File: src/rtl/boot_seq_pkg.sv
package boot_seq_pkg;
  typedef enum logic [2:0] {
    ST_SYNC = 3'd0,
    ST_BOOT = 3'd1,
    ST_COPY = 3'd2,
    ST_FIN  = 3'd3,
    ST_RUN  = 3'd4
  } boot_st_e;

  localparam logic [7:0] OP_JMP_ABS = 8'h4C;
  localparam logic [7:0] OP_LDA_ABS = 8'hAD;
  localparam logic [7:0] OP_LDA_IMM = 8'hA9;
  localparam logic [7:0] OP_STA_ABS = 8'h8D;

  // step cycle indices within one copied byte
  localparam int unsigned STEP_LOAD_DATA  = 6;
  localparam int unsigned STEP_STORE_DATA = 12;
  localparam int unsigned STEP_LAST       = 12;
  // CPU reset sequence: dummy cycles, then vector low, vector high
  localparam int unsigned BOOT_VEC_LO     = 5;
  localparam int unsigned BOOT_LAST       = 6;
endpackage

File: src/rtl/boot_tick_gen.sv
module boot_tick_gen #(
  parameter int unsigned COPY_DIV = 8,
  localparam int unsigned CW = $clog2(COPY_DIV + 1)
) (
  input  logic       clk,
  input  logic       rst,
  input  logic       run_mode,
  input  logic [1:0] rate_sel,
  output logic       tick
);
  logic [CW-1:0] cnt_q;
  logic [CW-1:0] div;

  always_comb begin
    if (run_mode) div = CW'(COPY_DIV >> rate_sel);
    else          div = CW'(COPY_DIV);
    if (div == '0) div = CW'(1);
  end

  always_ff @(posedge clk) begin
    if (rst) begin
      cnt_q <= '0;
      tick  <= 1'b0;
    end else if (cnt_q >= div - CW'(1)) begin
      cnt_q <= '0;
      tick  <= 1'b1;
    end else begin
      cnt_q <= cnt_q + CW'(1);
      tick  <= 1'b0;
    end
  end
endmodule

File: src/rtl/boot_copy_addr.sv
module boot_copy_addr #(
  parameter int unsigned ADDR_W    = 16,
  parameter int unsigned SKIP_BASE = 16'hC000,
  parameter int unsigned SKIP_LEN  = 256
) (
  input  logic              clk,
  input  logic              rst,
  input  logic              adv,
  output logic [ADDR_W-1:0] addr,
  output logic              last
);
  localparam logic [ADDR_W-1:0] SKIP_FROM = ADDR_W'(SKIP_BASE);
  localparam logic [ADDR_W-1:0] SKIP_TO   = ADDR_W'(SKIP_BASE + SKIP_LEN);

  logic [ADDR_W-1:0] nxt;

  always_comb begin
    nxt = addr + ADDR_W'(1);
    if (SKIP_LEN != 0 && nxt == SKIP_FROM) nxt = SKIP_TO;
    last = (nxt == '0);
  end

  always_ff @(posedge clk) begin
    if (rst)      addr <= '0;
    else if (adv) addr <= nxt;
  end
endmodule

File: src/rtl/boot_step_decode.sv
module boot_step_decode
  import boot_seq_pkg::*;
#(
  parameter int unsigned ADDR_W    = 16,
  parameter int unsigned PARK_ADDR = 16'h1000
) (
  input  boot_st_e          state,
  input  logic [2:0]        boot_cnt,
  input  logic [3:0]        step_idx,
  input  logic [ADDR_W-1:0] addr,
  input  logic [7:0]        cap_data,
  output logic [7:0]        inj_byte,
  output logic              inj_oe,
  output logic              rom_en,
  output logic              ram_en,
  output logic              cpu_rst,
  output logic              done
);
  logic [15:0] a16;
  logic [15:0] p16;

  assign a16 = 16'(addr);
  assign p16 = 16'(PARK_ADDR);

  always_comb begin
    inj_byte = 8'h00;
    inj_oe   = 1'b0;
    rom_en   = 1'b0;
    ram_en   = 1'b0;
    cpu_rst  = 1'b0;
    done     = 1'b0;
    unique case (state)
      ST_SYNC: cpu_rst = 1'b1;
      ST_BOOT: begin
        if (boot_cnt == 3'(BOOT_VEC_LO)) begin
          inj_byte = p16[7:0];
          inj_oe   = 1'b1;
        end else if (boot_cnt == 3'(BOOT_LAST)) begin
          inj_byte = p16[15:8];
          inj_oe   = 1'b1;
        end
      end
      ST_COPY: begin
        inj_oe = 1'b1;
        unique case (step_idx)
          4'd0:  inj_byte = OP_JMP_ABS;
          4'd1:  inj_byte = p16[7:0];
          4'd2:  inj_byte = p16[15:8];
          4'd3:  inj_byte = OP_LDA_ABS;
          4'd4:  inj_byte = a16[7:0];
          4'd5:  inj_byte = a16[15:8];
          4'd6:  begin inj_oe = 1'b0; rom_en = 1'b1; end
          4'd7:  inj_byte = OP_LDA_IMM;
          4'd8:  inj_byte = cap_data;
          4'd9:  inj_byte = OP_STA_ABS;
          4'd10: inj_byte = a16[7:0];
          4'd11: inj_byte = a16[15:8];
          4'd12: begin inj_oe = 1'b0; ram_en = 1'b1; end
          default: inj_oe = 1'b0;
        endcase
      end
      ST_FIN: begin
        cpu_rst = 1'b1;
        ram_en  = 1'b1;
      end
      ST_RUN: begin
        ram_en = 1'b1;
        done   = 1'b1;
      end
      default: cpu_rst = 1'b1;
    endcase
  end
endmodule

File: src/rtl/boot_loader_ctl.sv
module boot_loader_ctl
  import boot_seq_pkg::*;
#(
  parameter int unsigned ADDR_W    = 16,
  parameter int unsigned COPY_DIV  = 8,
  parameter int unsigned SKIP_BASE = 16'hC000,
  parameter int unsigned SKIP_LEN  = 256,
  parameter int unsigned PARK_ADDR = 16'h1000,
  parameter int unsigned RST_HOLD  = 2
) (
  input  logic       clk,
  input  logic       rst,
  input  logic [1:0] rate_sel,
  input  logic [7:0] bus_data_i,
  output logic       cpu_ce_o,
  output logic       cpu_rst_o,
  output logic [7:0] inj_data_o,
  output logic       inj_oe_o,
  output logic       rom_en_o,
  output logic       ram_en_o,
  output logic       done_o
);
  localparam int unsigned HW = $clog2(RST_HOLD + 1);

  boot_st_e          state_q;
  logic [2:0]        boot_cnt_q;
  logic [HW-1:0]     hold_q;
  logic [3:0]        step_q;
  logic [7:0]        cap_q;
  logic [ADDR_W-1:0] copy_addr;
  logic              addr_last;
  logic              tick;
  logic              run_mode;
  logic              addr_adv;
  logic              in_copy;

  logic [7:0] d_byte;
  logic       d_oe, d_rom, d_ram, d_rst, d_done;

  assign run_mode = (state_q == ST_FIN) || (state_q == ST_RUN);
  assign in_copy  = (state_q == ST_COPY);
  assign addr_adv = tick && in_copy && (step_q == 4'(STEP_LAST)) && !addr_last;

  boot_tick_gen #(.COPY_DIV(COPY_DIV)) u_tick (
    .clk(clk), .rst(rst), .run_mode(run_mode), .rate_sel(rate_sel), .tick(tick)
  );

  boot_copy_addr #(.ADDR_W(ADDR_W), .SKIP_BASE(SKIP_BASE), .SKIP_LEN(SKIP_LEN)) u_addr (
    .clk(clk), .rst(rst), .adv(addr_adv), .addr(copy_addr), .last(addr_last)
  );

  boot_step_decode #(.ADDR_W(ADDR_W), .PARK_ADDR(PARK_ADDR)) u_dec (
    .state(state_q), .boot_cnt(boot_cnt_q), .step_idx(step_q), .addr(copy_addr),
    .cap_data(cap_q), .inj_byte(d_byte), .inj_oe(d_oe), .rom_en(d_rom),
    .ram_en(d_ram), .cpu_rst(d_rst), .done(d_done)
  );

  // sequencing: everything advances on CPU cycle boundaries
  always_ff @(posedge clk) begin
    if (rst) begin
      state_q    <= ST_SYNC;
      boot_cnt_q <= '0;
      hold_q     <= '0;
      step_q     <= '0;
      cap_q      <= '0;
    end else if (tick) begin
      unique case (state_q)
        ST_SYNC: begin
          if (hold_q == HW'(RST_HOLD - 1)) begin
            hold_q     <= '0;
            boot_cnt_q <= '0;
            state_q    <= ST_BOOT;
          end else begin
            hold_q <= hold_q + HW'(1);
          end
        end
        ST_BOOT: begin
          if (boot_cnt_q == 3'(BOOT_LAST)) begin
            step_q  <= '0;
            state_q <= ST_COPY;
          end else begin
            boot_cnt_q <= boot_cnt_q + 3'd1;
          end
        end
        ST_COPY: begin
          if (step_q == 4'(STEP_LOAD_DATA)) cap_q <= bus_data_i;
          if (step_q == 4'(STEP_LAST)) begin
            step_q <= '0;
            if (addr_last) begin
              hold_q  <= '0;
              state_q <= ST_FIN;
            end
          end else begin
            step_q <= step_q + 4'd1;
          end
        end
        ST_FIN: begin
          if (hold_q == HW'(RST_HOLD - 1)) state_q <= ST_RUN;
          else                             hold_q  <= hold_q + HW'(1);
        end
        ST_RUN: state_q <= ST_RUN;
        default: state_q <= ST_SYNC;
      endcase
    end
  end

  // registered pin drivers
  always_ff @(posedge clk) begin
    if (rst) begin
      cpu_rst_o  <= 1'b1;
      inj_data_o <= 8'h00;
      inj_oe_o   <= 1'b0;
      rom_en_o   <= 1'b0;
      ram_en_o   <= 1'b0;
      done_o     <= 1'b0;
    end else begin
      cpu_rst_o  <= d_rst;
      inj_data_o <= d_byte;
      inj_oe_o   <= d_oe;
      rom_en_o   <= d_rom;
      ram_en_o   <= d_ram;
      done_o     <= d_done;
    end
  end

  assign cpu_ce_o = tick;
endmodule

File: config.mk
export PLATFORM = sky130hd
export DESIGN_NAME = boot_loader_ctl
export DESIGN_NICKNAME = d
export VERILOG_FILES = /design/src/rtl/boot_seq_pkg.sv /design/src/rtl/boot_tick_gen.sv /design/src/rtl/boot_copy_addr.sv /design/src/rtl/boot_step_decode.sv /design/src/rtl/boot_loader_ctl.sv
export SDC_FILE = /design/constraint.sdc
export NUM_CORES = 1
export LEC_CHECK = 0
export ABC_CLOCK_PERIOD_IN_PS = 7800
export BUFFER_PORTS_ARGS = -buffer_cell sky130_fd_sc_hd__buf_2
export CAP_MARGIN = 20
export CORE_ASPECT_RATIO = 0.75
export CORE_MARGIN = 4
export CORE_UTILIZATION = 50
export CTS_BUF_LIST = sky130_fd_sc_hd__clkbuf_4
export DETAILED_ROUTE_END_ITERATION = 8
export PLACE_DENSITY = 0.67
export SLEW_MARGIN = 30
export SYNTH_ARGS = -nofsm -noshare
export SYNTH_HDL_FRONTEND = slang
export SYNTH_HIERARCHICAL = 1
export SYNTH_SLANG_ARGS = --single-unit
File: constraint.sdc
create_clock -name clk -period 7.8 [get_ports clk]
set_clock_uncertainty 0.1 [all_clocks]
set_input_delay 0 -clock clk [delete_from_list [all_inputs] [get_ports clk]]
set_output_delay 0 -clock clk [all_outputs]
set_load 0.01 [all_outputs]
==> key figures, run 1 <==
Timing
  • Relative slew slack: 45.2%
  • Worst Hold Margin: 0.120 ns
  • F_max: 340 MHz
  • Measured slew at the worst slew-check pin: 0.820 ns
  • Final period utilization: 37.7%
  • Hold violation total from the final report: 0
  • Setup TNS: 0 ns
  • Count of final max-slew check failures: 0
  • Time the final worst path needs with I/O delays and setup: 2.94 ns
  • Final-report setup violation count: 0
  • Setup repair after global routing missed its margin: false

Floorplanning
  • Number of cell rows: 25
  • I/O pin cnt: 26
  • Horizontal extent of the die: 102 um
  • Full die area: 8050 um2
  • Vert. Die Dim: 78.7 um
  • Initial Util: 52.2%
  • Core region area: 6380 um2

Synth
  • Number of synthesized register bits: 54
  • Post-synthesis sequential area ratio: 32.4%
  • Post-synthesis async set-or-reset flop share: 0%
  • Synthesized net count: 409
  • Mapped Cells: 384
  • Synthesized area per cell: 8.68 um2
  • Synth Warn #: 6
  • Number of distinct standard cells referenced by the synthesized netlist: 71
  • Post-synth EDFFs: 0
  • Cell Area, Synth: 3330 um2
  • Most instantiated flip-flop cell in the synthesis netlist: dfxtp_1

Hold path
  • Min-Delay Path Class: in -> reg
  • Hold_sp: rate_sel[1]

Setup path
  • Capture point of the worst reg-to-reg path: u_addr/addr[13]
  • Data arrival time of the critical path: 3.14 ns
  • Beginning of the critical path: u_addr/addr[0]
  • R2R setup slack: 4.86 ns
  • Crit Path Category: reg -> reg
  • Start of the worst register-to-register path: u_addr/addr[0]
  • CP required: 8.00 ns
  • Category of the worst setup path launch point: flop
  • Endpoint kind of the worst setup timing path: flop
  • CP endpoint: u_addr/addr[13]
  • Maximum fanout along the worst path: 16
  • Number of cells traversed by the worst register-to-register path: 11

Power
  • Net switching fraction of the power: 24.8%
  • Clock Power Share: 27.6%
  • Internal power consumption: 0.330 mW
  • Leakage power: 1.30 nW
  • Combinational fraction of design power: 7.6%
  • Net switching power: 0.109 mW
  • Highest ir drop seen on vdd: 0.0000828 V
  • Cell Pwr Density: 122 nW/um2
  • Proportion of power drawn by flip-flops and latches: 64.9%

Detailed routing
  • Drt pass-1 iters: 4
  • Final ANT Viol Nets: 0
  • Wire length per cell: 15.2 um
  • Wire length after detailed routing: 7.41 mm
  • Starting DRC count in detailed routing: 261
  • Remaining DRCs: 0
  • Vias per inst: 5.77
  • Vias: 2803

Clock network
  • Post-CTS resize count: 0
  • Clock Path Buffers: 2
  • Total CTS buffers: 5
  • Number of sinks driven by the clock tree: 54
  • Clock slew at the register clock pins of the worst setup and hold paths: 0.15 ns
  • Clock tree from TritonCTS: built
  • H-tree levels: 2
  • Worst-skew pair later-pin latency: 0.37 ns
  • Clock root cell: clkbuf_4

Status
  • Run status: finished clean

Global route
  • Maximum number of pins on one net before global-route repair: 55
  • Antenna violations before repair: 0
  • Overall fraction of global-route tracks in use: 19.7%
  • Overall overflow remaining after global route: 0
  • First-pass GRT wire length: 12.8 mm
  • Vias in the first global route: 2527

Finish
  • Fraction of layout cells with a size suffix above 1: 18.0%
  • Count of inserted antenna diode cells: 0
  • Final cell count without fillers: 486
  • Layout overhead on the synthesized area: 7.77%
  • Layout Cell Area excl Fill: 3590 um2
  • Total Nets Final: 429

Placed design
  • RD Place Congestion: 0.861
  • Area after DPL: 3460 um2
  • Detailed placement HPWL: 5.21 mm
  • Number of port buffers: 25
  • Cell count after placement: 470

Run
  • Max cap viols: 0
## kinds of logic (layout without fill, tap and decap cells)
group | after synthesis | after routing | share of synthesized area, %
AND/OR/NAND/NOR | 164 | 164 | 29.7
AO/OA/AOI/OAI | 81 | 81 | 17.3
flip-flops | 54 | 54 | 32.4
buffers and inverters | 34 | 55 | 5.03
XOR/XNOR | 21 | 21 | 5.52
multiplexers | 16 | 16 | 5.03
adder cells (fa/ha/maj) | 13 | 13 | 4.88
other | 1 | 1 | 0.113
## Yosys cell counts (4+ instances only)
cell | count | area (um2)
dfxtp_1 | 54 | 1080
nor2_1 | 34 | 128
nand2_1 | 22 | 82.6
nor2b_1 | 20 | 125
a21oi_1 | 19 | 95.1
o21ai_0 | 17 | 85.1
ha_1 | 13 | 163
xor2_1 | 13 | 114
inv_1 | 12 | 45.0
nand3_1 | 12 | 60.1
nand4_1 | 11 | 68.8
mux2i_1 | 10 | 100
buf_2 | 9 | 45.0
nor3_1 | 9 | 45.0
nor2_2 | 8 | 50.1
xnor2_1 | 8 | 70.1
mux2_2 | 6 | 67.6
nor3b_1 | 6 | 45.0
a31oi_1 | 5 | 31.3
a32oi_1 | 5 | 43.8
a22o_1 | 4 | 35.0
clkbuf_1 | 4 | 15.0
nand2b_1 | 4 | 25.0
nor4_1 | 4 | 25.0
## cell usage in the layout (no fill, tap or decap), types with 4 or more instances in the layout
cell type      instances
dfxtp_1               54
nor2_1                34
buf_2                 25
nand2_1               22
nor2b_1               20
a21oi_1               19
o21ai_0               17
ha_1                  13
xor2_1                13
inv_1                 12
nand3_1               12
nand4_1               11
mux2i_1               10
nor3_1                 9
nor2_2                 8
dlygate4sd3_1          8
xnor2_1                8
nor3b_1                6
mux2_2                 6
a31oi_1                5
clkbuf_4               5
a32oi_1                5
nand2b_1               4
a22o_1                 4
## per-layer routing
metal  wire length (um)  global-route usage, %
met2               3000                   26.7
met5                  0                      0
met3                535                   3.78
met1               3840                   32.0
met4                 29                   3.15
## sequential cells by signal, indices dropped and copies added, names as in the netlist
register and flops:
cap_q 8, step_q 4, u_tick/tick 1, boot_cnt_q 3
rom_en_o 1, inj_oe_o 1, hold_q 2, state_q 3
cpu_rst_o 1, done_o 1, u_tick/cnt_q 4, u_addr/addr 16
ram_en_o 1, inj_data_o 8
## area by class of cell
class                      count  area [um2]
clock inverter                 3        16.3
multi-input combinational    296        2090
clock buffer                   5        37.5
timing repair buffer          35         220
inverter                      12        45.0
fill                         595        2790
sequential                    54        1080
tap                           81         101
## stage by stage
step                      setup slack, ns  power [mW]  util (%)
after global placement               4.96       0.319      54.2
after global routing                 4.55       0.460      56.3
final                                4.86       0.438      56.3
after floorplan                      5.30       0.310         -
after CTS                            4.86       0.444      56.3
after detailed placement             4.89       0.320      54.2
## worst max-delay path: stages, from the launching register on
cell and delay, ns:
dfxtp_1 0.44, ha_1 0.27, nand3_1 0.13, nor4_2 0.41
nor3_1 0.08, a31oi_1 0.21, nor4_1 0.11, nor4_2 0.27
buf_4 0.25, nand2_1 0.13, or3_1 0.32, a21oi_1 0.14
## worst min-delay path by stage
stage	end	cells after the start
3_5_place_dp	cap_q[3]	3
2_1_floorplan	u_tick/cnt_q[1]	1
6_report	u_tick/cnt_q[1]	6
3_3_place_gp	cap_q[7]	3
5_1_grt	cap_q[4]	3
4_1_cts	cap_q[4]	3
## power groups by stage
stage               Clock, mW  Combinational [mW]  Sequential, mW
global route            0.138              0.0371           0.285
floorplan                   0              0.0213           0.289
finish                  0.121              0.0331           0.284
CTS                     0.127              0.0331           0.284
global placement            0              0.0293           0.290
detailed placement          0              0.0300           0.290
## timing repair
item                                   4_1_cts  5_1_grt
buffers inserted                             0        0
hold buffers                                 8        0
endpoints found under the hold margin        8        0
No activity file was read; power rests on OpenSTA's default activity.
==> inputs of run 2 (changes only) <==
--- a/config.mk
+++ b/config.mk
@@ -5,7 +5,7 @@
 export SDC_FILE = /design/constraint.sdc
 export NUM_CORES = 1
 export LEC_CHECK = 0
-export ABC_CLOCK_PERIOD_IN_PS = 7800
+export ABC_CLOCK_PERIOD_IN_PS = 2870
 export BUFFER_PORTS_ARGS = -buffer_cell sky130_fd_sc_hd__buf_2
 export CAP_MARGIN = 20
 export CORE_ASPECT_RATIO = 0.75
==> constraint.sdc (replaced) <==
create_clock -name clk -period 2.87 [get_ports clk]
set_clock_uncertainty 0.1 [all_clocks]
set_input_delay 0 -clock clk [delete_from_list [all_inputs] [get_ports clk]]
set_output_delay 0 -clock clk [all_outputs]
set_load 0.01 [all_outputs]
==> key figures, run 2 (synthesized netlist as in run 1, its figures left out) <==
Floorplanning
  • Initial Util: 52.2% (unchanged)
  • Number of cell rows: 25 (unchanged)
  • Full die area: 8050 um2 (unchanged)
  • Core region area: 6380 um2 (unchanged)
  • Vert. Die Dim: 78.7 um (unchanged)
  • I/O pin cnt: 26 (unchanged)
  • Horizontal extent of the die: 102 um (unchanged)

Power
  • Proportion of power drawn by flip-flops and latches: 59.0% (-5.9 points)
  • Leakage power: 1.44 nW (+11%)
  • Cell Pwr Density: 342 nW/um2 (+180%)
  • Combinational fraction of design power: 7.7% (about the same)
  • Net switching fraction of the power: 22.9% (-1.8 points)
  • Clock Power Share: 33.4% (+5.8 points)
  • Highest ir drop seen on vdd: 0.000166 V (+100%)
  • Internal power consumption: 0.999 mW (+200%)
  • Net switching power: 0.297 mW (+170%)

Finish
  • Final cell count without fillers: 506 (+4.1%)
  • Commonest non-fill, non-tap cell in the layout: dfxtp_1
  • Commonest cells after routing, fill and taps aside: dfxtp_1 (50), nor2_1 (34), buf_2 (25)
  • Flip-flop count of the largest register after layout: 16 (unchanged)
  • Biggest regs: u_addr/addr x16, cap_q x8, inj_data_o x8
  • Count of inserted antenna diode cells: 0 (unchanged)
  • Total Nets Final: 449 (+4.7%)
  • Combined flip-flop and latch cell area: 1090 um2 (+0.46%)
  • Fraction of layout cells with a size suffix above 1: 23.5% (+5.5 points)
  • Area taken by multi-input logic gates: 2110 um2 (+0.84%)
  • Register containing the most flip-flops in the final layout: u_addr/addr
  • Filler Cells Inserted: 562 (-5.5%)
  • Layout overhead on the synthesized area: 13.8%
  • Share of the core filled with cells: 59.5% (+3.2 points)

Hold path
  • Min-Delay Path Class: in -> reg
  • Endpoint of the worst hold path: state_q[1]
  • Hold_sp: rst
  • Number of cells on the worst hold path: 2 (-4)

Clock network
  • Clock root cell: clkbuf_4
  • Number of sinks driven by the clock tree: 54 (unchanged)
  • Clock slew at the register clock pins of the worst setup and hold paths: 0.16 ns (about the same)
  • Worst-skew pair later-pin latency: 0.38 ns (about the same)
  • Total CTS buffers: 5 (unchanged)
  • Clock tree from TritonCTS: built
  • Clock Path Buffers: 2 (unchanged)
  • H-tree levels: 2 (unchanged)

Global route
  • Antenna violations before repair: 0 (unchanged)
  • Maximum number of pins on one net before global-route repair: 32 (-42%)
  • First-pass GRT wire length: 13.0 mm (+1.5%)
  • Overall overflow remaining after global route: 0 (unchanged)
  • Vias in the first global route: 2669 (+5.6%)
  • Overall fraction of global-route tracks in use: 20.0% (+0.29 points)

Setup path
  • CP required: 3.10 ns (-4.90 ns)
  • Endpoint kind of the worst setup timing path: flop
  • Number of cells traversed by the worst register-to-register path: 10 (-1)
  • Crit Path Category: reg -> reg
  • R2R setup slack: 0.18 ns (-4.68 ns)
  • Most used cell along the critical path: nor4_2
  • Crit-path cells: nand3_1 -> nor2_1 -> xnor2_1 -> a31oi_1 -> nor4_2 -> nor4_2 -> buf_4 -> nand2_1 -> or3_1 -> a21oi_1
  • CP max stage cell: dfxtp_1
  • Capture point of the worst reg-to-reg path: u_addr/addr[13]
  • Category of the worst setup path launch point: flop
  • Data arrival time of the critical path: 2.92 ns (-0.22 ns)
  • Maximum fanout along the worst path: 11 (-5)
  • Worst stage delay on the critical path: 0.49 ns (+0.05 ns)
  • Start of the worst register-to-register path: u_addr/addr[2]

Detailed routing
  • Starting DRC count in detailed routing: 266 (+1.9%)
  • Wire length per cell: 15.2 um (-0.23%)
  • Vias per inst: 5.84 (+1.2%)
  • Final ANT Viol Nets: 0 (unchanged)
  • Wire length after detailed routing: 7.69 mm (+3.9%)
  • Drt pass-1 iters: 6 (+2)
  • Remaining DRCs: 0 (unchanged)
  • Vias: 2954 (+5.4%)

Timing
  • F_max: 372 MHz (+9.3%)
  • Final period utilization: 93.7% (+56 points)
  • Setup TNS: 0 ns (unchanged)
  • Time the final worst path needs with I/O delays and setup: 2.69 ns (-0.249 ns)
  • Count of final max-slew check failures: 0 (unchanged)
  • Hold violation total from the final report: 0 (unchanged)
  • Worst Hold Margin: 0.000805 ns (-0.119 ns)
  • Final-report setup violation count: 0 (unchanged)
  • Relative slew slack: 54.1% (+8.9 points)
  • Measured slew at the worst slew-check pin: 0.683 ns (-0.137 ns)
  • Smallest setup slack after layout: 0.180 ns (-4.68 ns)

Placed design
  • Cell count after placement: 484 (+3.0%)
  • Number of port buffers: 25 (unchanged)
  • Detailed placement HPWL: 5.48 mm (+5.3%)
  • RD Place Congestion: 0.929 (+8.0%)
  • Post-Place Setup Slack: 0.0157 ns (-4.88 ns)

Run
  • Max cap viols: 0 (unchanged)

Status
  • Run status: finished clean
[run 2: cell type report]
type,count,area share [%]
clock buffer,6,1.19
clock inverter,2,0.989
inverter,12,1.19
multi-input combinational,296,55.6
sequential,54,28.6
tap,81,2.67
timing repair buffer,55,9.76
[run 2: what timing repair did]
action / in CTS / in global routing
gates cloned: 0 / 0
endpoints found under the hold margin: 8 / 0
hold buffers: 8 / 0
buffers inserted: 0 / 6
pin swaps: 0 / 1
setup endpoints to repair: 1 / 17
resized for setup: 1 / 6
[run 2: layer usage]
metal | vias to the layer above | track usage [%] | wire, um
met2 | 125 | 27.2 | 3130
met3 | 7 | 4.74 | 613
met4 | 0 | 4.98 | 71
met1 | 1364 | 31.0 | 3880
met5 | - | 0 | 0
li1 | 1458 | - | -
[run 2: worst max path at each step]
| stage | to | startpoint | slack, ns |
|---|---|---|---|
| global placement | u_addr/addr[13] | u_addr/addr[1] | 0.16 |
| global route | u_addr/addr[13] | u_addr/addr[1] | -0.01 |
| floorplan | u_addr/addr[13] | u_addr/addr[0] | 0.37 |
| detailed placement | u_addr/addr[13] | u_addr/addr[1] | 0.02 |
| finish | u_addr/addr[13] | u_addr/addr[2] | 0.18 |
| CTS | u_addr/addr[13] | u_addr/addr[1] | 0.02 |
[run 2: stage by stage]
step / instance area [um2] / total power [mW]
global route: 3790 / 1.36
CTS: 3730 / 1.31
finish: 3790 / 1.30
floorplan: 3330 / 0.843
detailed placement: 3560 / 0.872
global placement: 3560 / 0.870
[run 2: power groups by stage]
| stage | Clock (mW) | Combinational (mW) | Sequential (mW) |
|---|---|---|---|
| 2_1_floorplan | 0 | 0.0580 | 0.785 |
| 3_3_place_gp | 0 | 0.0887 | 0.781 |
| 3_5_place_dp | 0 | 0.0904 | 0.781 |
| 4_1_cts | 0.442 | 0.0992 | 0.765 |
| 5_1_grt | 0.478 | 0.110 | 0.767 |
| 6_report | 0.433 | 0.0992 | 0.765 |
[run 2: worst max-delay path: cells and delay by family, from the launching register on]
| kind | cells | cell delay [ns] |
|---|---|---|
| XOR/XNOR | 1 | 0.10 |
| AO/OA/AOI/OAI | 2 | 0.39 |
| buffers and inverters | 1 | 0.23 |
| flip-flops | 1 | 0.49 |
| AND/OR/NAND/NOR | 6 | 1.35 |
